### src/rtl/sadc_pkg.sv
package sadc_pkg;
  typedef enum logic [1:0] {ST_IDLE, ST_XFER, ST_HOLD} sadc_state_e;
  // start bit is edge 1, then this many address bits
  localparam int unsigned ADDR_W       = 4;
  // clocks allowed for multiplexer settling before data
  localparam int unsigned SETTLE_EDGES = 1;
endpackage

### src/rtl/sadc_clkgen.sv
module sadc_clkgen #(
  parameter int unsigned HALF_DIV = 20
)(
  input  logic clk,
  input  logic rst_n,
  input  logic run,
  output logic sclk,
  output logic rise_tick,
  output logic fall_tick
);
  localparam int unsigned CW = $clog2(HALF_DIV + 1);
  localparam logic [CW-1:0] WRAP_AT = CW'(HALF_DIV - 1);

  logic [CW-1:0] cnt;
  logic          wrap;

  assign wrap      = run && (cnt == WRAP_AT);
  assign rise_tick = wrap && !sclk;
  assign fall_tick = wrap && sclk;

  always_ff @(posedge clk or negedge rst_n) begin
    if (!rst_n) begin
      cnt  <= '0;
      sclk <= 1'b0;
    end else if (!run) begin
      cnt  <= '0;
      sclk <= 1'b0;
    end else if (wrap) begin
      cnt  <= '0;
      sclk <= ~sclk;
    end else begin
      cnt <= cnt + CW'(1);
    end
  end
endmodule

### src/rtl/sadc_capture.sv
module sadc_capture #(
  parameter int unsigned DATA_W = 8
)(
  input  logic                      clk,
  input  logic                      rst_n,
  input  logic                      msb_en,
  input  logic                      rep_en,
  input  logic [$clog2(DATA_W)-1:0] rep_idx,
  input  logic                      din,
  output logic [DATA_W-1:0]         data,
  output logic                      mismatch
);
  localparam int unsigned IW = $clog2(DATA_W);

  logic [DATA_W-1:0] msb_sr;
  logic [DATA_W-1:1] rep;

  always_ff @(posedge clk or negedge rst_n) begin
    if (!rst_n)      msb_sr <= '0;
    else if (msb_en) msb_sr <= {msb_sr[DATA_W-2:0], din};
  end

  for (genvar i = 1; i < DATA_W; i++) begin : g_rep
    always_ff @(posedge clk or negedge rst_n) begin
      if (!rst_n)                              rep[i] <= 1'b0;
      else if (rep_en && rep_idx == IW'(i))    rep[i] <= din;
    end
  end

  assign data     = msb_sr;
  assign mismatch = (rep != msb_sr[DATA_W-1:1]);
endmodule

### src/rtl/sadc_host.sv
module sadc_host
  import sadc_pkg::*;
#(
  parameter int unsigned SYS_HZ   = 10_000_000,
  parameter int unsigned HALF_DIV = 20,
  parameter int unsigned DATA_W   = 8
)(
  input  logic              clk,
  input  logic              rst_n,
  input  logic              req_valid,
  output logic              req_ready,
  input  logic              req_single,
  input  logic              req_odd,
  input  logic [1:0]        req_sel,
  output logic              res_valid,
  input  logic              res_ready,
  output logic [DATA_W-1:0] res_data,
  output logic              res_mismatch,
  output logic              adc_cs_n,
  output logic              adc_sclk,
  output logic              adc_di,
  input  logic              adc_do
);
  localparam int unsigned ADDR_LAST = 1 + ADDR_W;
  localparam int unsigned MSB_FIRST = ADDR_LAST + SETTLE_EDGES + 1;
  localparam int unsigned MSB_LAST  = MSB_FIRST + DATA_W - 1;
  localparam int unsigned REP_FIRST = MSB_LAST + 1;
  localparam int unsigned LAST_EDGE = MSB_LAST + DATA_W - 1;
  localparam int unsigned EW        = $clog2(LAST_EDGE + 1);
  localparam int unsigned IW        = $clog2(DATA_W);
  localparam int unsigned AIW       = $clog2(ADDR_W);
  localparam int unsigned GAP       = 2 * HALF_DIV;
  localparam int unsigned GW        = $clog2(GAP + 1);

  localparam logic [EW-1:0] ADDR_LAST_E = EW'(ADDR_LAST);
  localparam logic [EW-1:0] MSB_FIRST_E = EW'(MSB_FIRST);
  localparam logic [EW-1:0] MSB_LAST_E  = EW'(MSB_LAST);
  localparam logic [EW-1:0] REP_FIRST_E = EW'(REP_FIRST);
  localparam logic [EW-1:0] LAST_E      = EW'(LAST_EDGE);
  localparam logic [GW-1:0] GAP_G       = GW'(GAP);

  sadc_state_e       state;
  logic [EW-1:0]     edge_cnt;
  logic [EW-1:0]     k_next;
  logic [ADDR_W-1:0] addr_q;
  logic [GW-1:0]     gap_cnt;
  logic              cs_n_q;
  logic              di_q;
  logic              rise_tick;
  logic              fall_tick;
  logic              msb_en;
  logic              rep_en;
  logic [IW-1:0]     rep_idx;

  // serial value launched for a given rising edge number
  function automatic logic bit_for(input logic [EW-1:0] k, input logic [ADDR_W-1:0] a);
    if (k == EW'(1)) return 1'b1;
    if (k >= EW'(2) && k <= ADDR_LAST_E) return a[AIW'(ADDR_LAST_E - k)];
    return 1'b0;
  endfunction

  sadc_clkgen #(.HALF_DIV(HALF_DIV)) u_clk (
    .clk       (clk),
    .rst_n     (rst_n),
    .run       (state == ST_XFER),
    .sclk      (adc_sclk),
    .rise_tick (rise_tick),
    .fall_tick (fall_tick)
  );

  assign k_next  = edge_cnt + EW'(1);
  assign msb_en  = rise_tick && (k_next >= MSB_FIRST_E) && (k_next <= MSB_LAST_E);
  assign rep_en  = rise_tick && (k_next >= REP_FIRST_E);
  assign rep_idx = IW'(k_next - MSB_LAST_E);

  sadc_capture #(.DATA_W(DATA_W)) u_cap (
    .clk      (clk),
    .rst_n    (rst_n),
    .msb_en   (msb_en),
    .rep_en   (rep_en),
    .rep_idx  (rep_idx),
    .din      (adc_do),
    .data     (res_data),
    .mismatch (res_mismatch)
  );

  always_ff @(posedge clk or negedge rst_n) begin
    if (!rst_n) begin
      state    <= ST_IDLE;
      edge_cnt <= '0;
      addr_q   <= '0;
      gap_cnt  <= GAP_G;
      cs_n_q   <= 1'b1;
      di_q     <= 1'b0;
    end else begin
      if (cs_n_q && gap_cnt != GAP_G) gap_cnt <= gap_cnt + GW'(1);
      unique case (state)
        ST_IDLE: begin
          if (req_valid && req_ready) begin
            state    <= ST_XFER;
            cs_n_q   <= 1'b0;
            di_q     <= 1'b1;
            edge_cnt <= '0;
            addr_q   <= {req_single, req_odd, req_sel};
            gap_cnt  <= '0;
          end
        end
        ST_XFER: begin
          if (rise_tick) edge_cnt <= k_next;
          if (fall_tick) begin
            if (edge_cnt == LAST_E) begin
              state   <= ST_HOLD;
              cs_n_q  <= 1'b1;
              di_q    <= 1'b0;
              gap_cnt <= '0;
            end else begin
              di_q <= bit_for(k_next, addr_q);
            end
          end
        end
        ST_HOLD: begin
          if (res_ready) state <= ST_IDLE;
        end
        default: state <= ST_IDLE;
      endcase
    end
  end

  assign req_ready = (state == ST_IDLE) && (gap_cnt == GAP_G);
  assign res_valid = (state == ST_HOLD);
  assign adc_cs_n  = cs_n_q;
  assign adc_di    = di_q;
endmodule

### config.mk
export PLATFORM = sky130hd
export DESIGN_NAME = sadc_host
export DESIGN_NICKNAME = d
export VERILOG_FILES = /design/src/rtl/sadc_pkg.sv /design/src/rtl/sadc_clkgen.sv /design/src/rtl/sadc_capture.sv /design/src/rtl/sadc_host.sv
export SDC_FILE = /design/constraint.sdc
export NUM_CORES = 1
export LEC_CHECK = 0
export CORE_ASPECT_RATIO = 1.1
export CORE_MARGIN = 4
export CORE_UTILIZATION = 56
export CTS_CLUSTER_DIAMETER = 60
export DETAILED_ROUTE_END_ITERATION = 7
export MAX_ROUTING_LAYER = met4
export PLACE_DENSITY = 0.78
export SETUP_SLACK_MARGIN = 0.1
export SLEW_MARGIN = 15
export SYNTH_ARGS = -nofsm -noshare
export SYNTH_HDL_FRONTEND = slang
export SYNTH_HIERARCHICAL = 1
export SYNTH_SLANG_ARGS = --single-unit
### constraint.sdc
create_clock -name clk -period 3.1 [get_ports clk]
set_input_delay 0.93 -clock clk [delete_from_list [all_inputs] [get_ports clk]]
set_output_delay 0.93 -clock clk [all_outputs]
set_load 0.02 [all_outputs]
=== Word level (Yosys, flattened, before mapping) ===
Index checks and enable logic that the tools add are counted.

* Logic and storage cells: 114
* Register bits: 40
* Input bits: 9
* Latch bits: 0
* Memory bits (read-only): 0
* Memory bits (writable): 0
* Memories: 0
* Output and inout bits: 14

* Muxes and demuxes: 40
* Shifts and indexed selects: 0
* Equality and inequality tests: 21
* Order comparisons: 6
* Reduce and logical (&&, ||, !) cells: 25
* Bitwise logic cells: 1
* Add/sub/neg operators: 5
* Divide/modulo/power cells: 0
* Multipliers: 0

{| class="wikitable"
|+ Operator list
! cell !! number
|-
| 6-bit 2-to-1 mux || 4
|-
| 1-bit 2-to-1 mux || 22
|-
| 5-bit 2-to-1 mux || 4
|-
| 1-bit logical AND || 17
|-
| 3-bit == test (second input constant) || 4
|-
| 6-bit one-hot mux with 2 select lines || 1
|-
| 5-bit by 1-bit adder with 5-bit output (second input constant) || 2
|-
| 5-bit == test (second input constant) || 2
|-
| 2-bit inequality test (second input constant) || 5
|-
| 5-bit one-hot mux with 2 select lines || 1
|-
| 2-bit 2-to-1 mux || 4
|-
| 4-bit AND reduction || 2
|-
| 7-bit inequality test || 1
|-
| 6-bit by 1-bit adder with 6-bit output (second input constant) || 1
|-
| 3-bit by 2-bit == test with 1-bit output (second input constant) || 2
|-
| 6-bit == test (second input constant) || 1
|-
| 6-bit inequality test (second input constant) || 1
|-
| 2-bit one-hot mux with 3 select lines || 1
|-
| 3-bit AND reduction || 2
|-
| 5-bit by 1-bit == test with 1-bit output (second input constant) || 1
|-
| 5-bit by 2-bit greater-or-equal comparator with 1-bit output (second input constant) || 1
|-
| 5-bit by 3-bit greater-or-equal comparator with 1-bit output (second input constant) || 1
|-
| 5-bit by 4-bit greater-or-equal comparator with 1-bit output (second input constant) || 1
|-
| 5-bit by 3-bit less-or-equal comparator with 1-bit output (second input constant) || 1
|-
| 15 further kinds || 16
|}

=== Depth between registers and ports, before layout ===
* Word-level depth: 15
* Mapped depth: 10

=== Modules after synthesis ===
The synthesis kept the hierarchy.

{| class="wikitable"
|+ Modules (own cells, without submodules)
! module !! sequential area each (µm²) !! area each (µm²) !! times used !! cells each
|-
| sadc_host || 479.2 || 1,232.4 || 1 || 136
|-
| sadc_capture || 375.4 || 696.9 || 1 || 48
|-
| sadc_clkgen || 150.1 || 306.5 || 1 || 29
|}

=== Worst setup path before layout ===
Ideal clock, no wire load.

* Path type: reg2reg
* Start point: reg edge_cnt[0]
* End point: reg u_cap/rep[4] in the netlist's numbering
* Library setup time: 125 ps
* Clock period less this slack: 2,342 ps
* Buffers on the path: 1
* Arrival: 2,217 ps
* Cell stages (with the launch flop): 11
* Setup slack: 758 ps
* Data required time: 2,975 ps
* Path through: dfrtp_1 inv_1 ha_1 buf_2 nor2b_1 o21ai_2 o21ai_0 and2_1 nand2_1 nor3_1 mux2_2

* Cells in the longest elaborated chain, start to end: 4
* Elaborated cells on any way between the ends: 6
* Classes of those cells: 2 x add/sub; 1 x order compare; 1 x eq/ne; 2 x reduce/logical

{| class="wikitable"
|+ RTL lines
! what !! line !! RTL
|-
| start, declared || sadc_host.sv:43 || <nowiki>logic [EW-1:0] edge_cnt;</nowiki>
|-
| start signal, assigned || sadc_host.sv:109 || <nowiki>if (rise_tick) edge_cnt <= k_next;</nowiki>
|-
| 5-bit by 1-bit adder with 5-bit output || sadc_host.sv:71 || <nowiki>assign k_next = edge_cnt + EW'(1);</nowiki>
|-
| net k_next[0] || sadc_host.sv:44 || <nowiki>logic [EW-1:0] k_next;</nowiki>
|-
| 5-bit by 4-bit greater-or-equal comparator with 1-bit output || sadc_host.sv:73 || <nowiki>assign rep_en = rise_tick && (k_next >= REP_FIRST_E);</nowiki>
|-
| 1-bit logical AND || sadc_host.sv:73 ||
|-
| net rep_en || sadc_host.sv:52 || <nowiki>logic rep_en;</nowiki>
|-
| 1-bit logical AND || sadc_capture.sv:26 || <nowiki>else if (rep_en && rep_idx == IW'(i)) rep[i] <= din;</nowiki>
|-
| end signal, assigned by index || sadc_capture.sv:26 ||
|-
| end, declared || sadc_capture.sv:16 || <nowiki>logic [DATA_W-1:1] rep;</nowiki>
|}

The timed path passes the listed nets, and every way through them passes these cells.
A chain may end at the register's enable or synchronous reset.

=== Final worst setup path ===
* Start point: reg gap_cnt[3]
* End point: out req_ready

* Cells in the longest elaborated chain, start to end: 2

{| class="wikitable"
|+ RTL lines
! what !! line !! RTL
|-
| start, declared || sadc_host.sv:46 || <nowiki>logic [GW-1:0] gap_cnt;</nowiki>
|-
| start signal, assigned || sadc_host.sv:96 || <nowiki>if (cs_n_q && gap_cnt != GAP_G) gap_cnt <= gap_cnt + GW'(1);</nowiki>
|-
| 6-bit == test || sadc_host.sv:129 || <nowiki>assign req_ready = (state == ST_IDLE) && (gap_cnt == GAP_G);</nowiki>
|-
| 1-bit logical AND || sadc_host.sv:129 ||
|-
| end, declared || sadc_host.sv:11 || <nowiki>output logic req_ready,</nowiki>
|}

No other way between the ends.

==> flow_results.xml <==
<?xml version="1.0" encoding="UTF-8"?>
<metrics>
  <group name="logic_synthesis">
    <metric name="synthesis.area" unit="mm^2">0.00224</metric>
    <metric name="async_reset_ff_share" unit="%">100</metric>
    <metric name="post_synth_inst_count" unit="">213</metric>
    <metric name="ys_seq_elements" unit="">40</metric>
    <metric name="postSynthAreaPerCell" unit="um^2">10.5</metric>
    <metric name="synth_top_cell_by_area" unit="">sky130_fd_sc_hd__dfrtp_1</metric>
    <metric name="netlist-cell-type-count" unit="">48</metric>
    <metric name="ys.warnings.count" unit="">6</metric>
    <metric name="synth_top_area_share" unit="%">41.4</metric>
    <metric name="synthesis.nets" unit="">231</metric>
    <metric name="yosysSeqAreaShare" unit="%">44.9</metric>
    <metric name="synth_area_leaders" unit="">sky130_fd_sc_hd__dfrtp_1 (41%), sky130_fd_sc_hd__mux2_2 (6.5%), sky130_fd_sc_hd__ha_1 (5.0%)</metric>
    <metric name="synth_flop_type" unit="">sky130_fd_sc_hd__dfrtp_1</metric>
    <metric name="synth-edff-count" unit="">0</metric>
  </group>
  <group name="placement">
    <metric name="postPlaceCellArea" unit="mm^2">0.00250</metric>
    <metric name="gp_congestion" unit="">0.896</metric>
    <metric name="detailedPlace.worstSlack" unit="ns">0.516</metric>
    <metric name="dp_hpwl" unit="um">2920</metric>
    <metric name="port_buffers" unit="">22</metric>
  </group>
  <group name="floorplan">
    <metric name="dieArea" unit="mm^2">0.00507</metric>
    <metric name="num_ports" unit="">23</metric>
    <metric name="die_x_extent" unit="um">68.2</metric>
    <metric name="initial_utilization" unit="%">59.8</metric>
    <metric name="core.rowCount" unit="">23</metric>
    <metric name="fp.dieH" unit="um">74.3</metric>
    <metric name="floorplan.core_area" unit="mm^2">0.00374</metric>
  </group>
  <group name="power">
    <metric name="total_power" unit="mW">0.991</metric>
    <metric name="power_leakage" unit="nW">1.16</metric>
    <metric name="net_load_switching_power" unit="mW">0.212</metric>
    <metric name="power_density" unit="mW/mm^2">379</metric>
    <metric name="clockPowerShare" unit="%">44.1</metric>
    <metric name="p_seq_share" unit="%">53.1</metric>
    <metric name="comb_power_share" unit="%">2.8</metric>
    <metric name="vdd.ir_drop.worst" unit="mV">0.253</metric>
    <metric name="sw_frac_of_total" unit="%">21.4</metric>
    <metric name="internal_power" unit="mW">0.779</metric>
  </group>
  <group name="worst_setup_path">
    <metric name="cp-start-kind" unit="">flop</metric>
    <metric name="worst_ep_required_time" unit="ns">2.17</metric>
    <metric name="cp_max_fo" unit="">7</metric>
    <metric name="critical_path.slowest_cell" unit="">sky130_fd_sc_hd__clkdlybuf4s50_1</metric>
    <metric name="critPathKind" unit="">reg -&gt; out</metric>
    <metric name="setup.worst_path.end_class" unit="">output port</metric>
    <metric name="worst_ep_arrival_time" unit="ns">1.92</metric>
    <metric name="cp_cell_sequence" unit="">and4bb_4 -&gt; and3_1 -&gt; clkdlybuf4s50_1</metric>
    <metric name="timing.critical_path.slowest_cell_delay" unit="ns">0.60</metric>
  </group>
  <group name="worst_hold_path">
    <metric name="min-delay-path-class" unit="">reg -&gt; reg</metric>
  </group>
  <group name="clocking">
    <metric name="cts_resized" unit="">0</metric>
    <metric name="cts_num_sinks" unit="">40</metric>
    <metric name="post_cts_hold_buffer_count" unit="">0</metric>
    <metric name="cts_bufs_inserted" unit="">5</metric>
    <metric name="htree_levels" unit="">2</metric>
    <metric name="cts_setup_buffers" unit="">0</metric>
    <metric name="clk_latency" unit="ns">0.30</metric>
    <metric name="clkSlewWorstSetupHoldPaths" unit="ns">0.08</metric>
    <metric name="clockBufferDepth" unit="">2</metric>
    <metric name="tritoncts_clock_tree" unit="">built</metric>
    <metric name="root_buffer" unit="">sky130_fd_sc_hd__clkbuf_8</metric>
  </group>
  <group name="route">
    <metric name="drt-pass1-iter-count" unit="">4</metric>
    <metric name="detail_route.drc_violations" unit="">0</metric>
    <metric name="routedWlPerCell" unit="um">14.0</metric>
    <metric name="ant_nets" unit="">0</metric>
    <metric name="drt-total-wl" unit="um">4080</metric>
    <metric name="routed-via-count" unit="">1638</metric>
    <metric name="drt_iter0_drc" unit="">77</metric>
    <metric name="drt-vias-per-instance" unit="">5.63</metric>
  </group>
  <group name="cells_and_area">
    <metric name="area_growth" unit="%">17.1</metric>
    <metric name="share_of_layout_cells_above_drive_strength_1" unit="%">17.0</metric>
    <metric name="fillers" unit="">296</metric>
    <metric name="layout.nets" unit="">258</metric>
    <metric name="num_antenna_cells" unit="">0</metric>
    <metric name="design_area" unit="mm^2">0.00262</metric>
  </group>
  <group name="sta">
    <metric name="setup_ws" unit="ns">0.246</metric>
    <metric name="setup-violations-final" unit="">0</metric>
    <metric name="rsz0062_at_grt" unit="">false</metric>
    <metric name="layout_worst_path_cycle_share" unit="%">92.1</metric>
    <metric name="fin_tns_setup" unit="ns">0</metric>
    <metric name="min_period" unit="ns">2.85</metric>
    <metric name="finalHoldViolations" unit="">0</metric>
    <metric name="finalClockSkew" unit="ns">0.00649</metric>
    <metric name="maximum_operating_frequency" unit="MHz">350</metric>
    <metric name="worst-slew-pin-transition" unit="ns">0.879</metric>
    <metric name="worst_slew_margin" unit="%">41.4</metric>
    <metric name="final-max-slew-violation-count" unit="">0</metric>
  </group>
  <group name="global_route">
    <metric name="grt_pass1_wl" unit="um">7030</metric>
    <metric name="grt_use_total" unit="%">19.1</metric>
    <metric name="antenna_found_initial" unit="">0</metric>
    <metric name="grt.overflow.total" unit="">0</metric>
    <metric name="via_count_of_the_first_global_routing_pass" unit="">1569</metric>
    <metric name="grt_start_max_net_pins" unit="">41</metric>
  </group>
  <group name="flow_run">
    <metric name="cap_viol_max_count" unit="">0</metric>
  </group>
  <group name="outcome">
    <metric name="run_status" unit="">finished, final reports clean</metric>
  </group>
</metrics>
==> per-stage QoR <==
step                util, %  cells  hold slack, ns
global placement       66.9    283           0.450
floorplan                 -    213           0.432
detailed placement     66.9    283           0.465
global route           70.0    291           0.508
finish                 70.0    291           0.475
CTS                    70.0    291           0.483
==> cell usage after synthesis (2+ instances only) <==
cell	instances
sky130_fd_sc_hd__xnor2_1	8
sky130_fd_sc_hd__and4_1	2
sky130_fd_sc_hd__inv_1	10
sky130_fd_sc_hd__xor2_1	9
sky130_fd_sc_hd__nor3_1	3
sky130_fd_sc_hd__mux2_2	13
sky130_fd_sc_hd__nor2b_1	4
sky130_fd_sc_hd__a31oi_1	3
sky130_fd_sc_hd__or2b_1	2
sky130_fd_sc_hd__o21ai_0	7
sky130_fd_sc_hd__nand4b_1	3
sky130_fd_sc_hd__nor2_1	13
sky130_fd_sc_hd__nand2_1	30
sky130_fd_sc_hd__and4bb_1	2
sky130_fd_sc_hd__ha_1	9
sky130_fd_sc_hd__a21oi_1	4
sky130_fd_sc_hd__buf_2	3
sky130_fd_sc_hd__nand4_1	6
sky130_fd_sc_hd__dfrtp_1	37
sky130_fd_sc_hd__dfstp_2	3
sky130_fd_sc_hd__and2_1	4
sky130_fd_sc_hd__a211oi_1	2
sky130_fd_sc_hd__mux2_4	2
sky130_fd_sc_hd__mux2i_1	4
sky130_fd_sc_hd__nand3_1	7
==> layout make-up <==
class / count / area [um^2] / area share [%]
flip-flops and latches: 40 / 1000 / 38.4
clock inverters: 3 / 46.3 / 1.77
repair buffers: 24 / 230 / 8.80
clock buffers: 5 / 68.8 / 2.63
well taps: 50 / 62.6 / 2.39
inverters: 10 / 37.5 / 1.43
multi-input cells: 159 / 1170 / 44.6
==> worst max-delay path, delay by kind of cell (launching register included) <==
kind	cells	cell delay, ns
and+or+nand+nor	2	0.47
buffers and inverters	1	0.60
DFF	1	0.56
==> worst paths after layout <==
path,end,startpoint,slack [ns],cells past startpoint
max in group asynchronous,addr_q[1]$_DFFE_PN0P_,rst_n,1.80,1
worst min register to register,u_clk/cnt[0]$_DFF_PN0_,u_clk/cnt[0]$_DFF_PN0_,0.47,1
min in group asynchronous,u_clk/cnt[2]$_DFF_PN0_,rst_n,0.75,1
worst min-delay path,u_clk/cnt[0]$_DFF_PN0_,u_clk/cnt[0]$_DFF_PN0_,0.47,1
worst max-delay path,req_ready,gap_cnt[3]$_DFF_PN1_,0.25,3
worst max register to register,u_cap/rep[4]$_DFFE_PN0P_,edge_cnt[0]$_DFFE_PN0P_,0.51,9
==> logic make-up (layout without fill, tap and decap cells) <==
family / Yosys count / after routing / share of synthesized area, %
adder cells (fa/ha/maj): 9 / 9 / 5.04
XOR/XNOR: 17 / 17 / 6.66
buffers and inverters: 14 / 42 / 2.85
AO/OA/AOI/OAI: 28 / 28 / 9.35
multiplexers: 19 / 19 / 9.68
flip-flops: 40 / 40 / 44.9
AND/OR/NAND/NOR: 86 / 86 / 21.5
==> layer usage <==
layer	wire length, um	track usage, %	up-vias
li1	-	-	801
met1	1850	23.1	797
met2	2020	30.8	34
met3	162	4.98	6
met4	49	6.62	0
met5	0	-	-
==> sequential cells by signal, indices dropped and copies added, names as in the netlist <==
signal and flops:
adc_di 1, edge_cnt 5, addr_q 4, u_clk/cnt 5
u_cap/data 8, state 2, u_clk/sclk 1, u_cap/rep 7
gap_cnt 6, adc_cs_n 1
==> power by group through the flow <==
stage               logic (mW)  registers, mW  clock network (mW)
floorplan              0.00560          0.536                   0
global placement        0.0286          0.536                   0
detailed placement      0.0291          0.536                   0
CTS                     0.0291          0.526               0.448
global route            0.0314          0.527               0.473
finish                  0.0276          0.526               0.437
==> cells in the final DEF, fill, tap and decap left out, types with 2 or more instances in the layout <==
master / count
sky130_fd_sc_hd__a211oi_1: 2
sky130_fd_sc_hd__a21oi_1: 4
sky130_fd_sc_hd__a31oi_1: 3
sky130_fd_sc_hd__and2_1: 4
sky130_fd_sc_hd__and4_1: 2
sky130_fd_sc_hd__and4bb_1: 2
sky130_fd_sc_hd__buf_4: 2
sky130_fd_sc_hd__clkbuf_8: 5
sky130_fd_sc_hd__clkdlybuf4s50_1: 21
sky130_fd_sc_hd__dfrtp_1: 37
sky130_fd_sc_hd__dfstp_2: 3
sky130_fd_sc_hd__ha_1: 9
sky130_fd_sc_hd__inv_1: 10
sky130_fd_sc_hd__mux2_2: 13
sky130_fd_sc_hd__mux2_4: 2
sky130_fd_sc_hd__mux2i_1: 4
sky130_fd_sc_hd__nand2_1: 30
sky130_fd_sc_hd__nand3_1: 7
sky130_fd_sc_hd__nand4_1: 6
sky130_fd_sc_hd__nand4b_1: 3
sky130_fd_sc_hd__nor2_1: 13
sky130_fd_sc_hd__nor2b_1: 4
sky130_fd_sc_hd__nor3_1: 3
sky130_fd_sc_hd__o21ai_0: 7
sky130_fd_sc_hd__or2b_1: 2
sky130_fd_sc_hd__xnor2_1: 8
sky130_fd_sc_hd__xor2_1: 9
(Power assumes the default switching activity.)
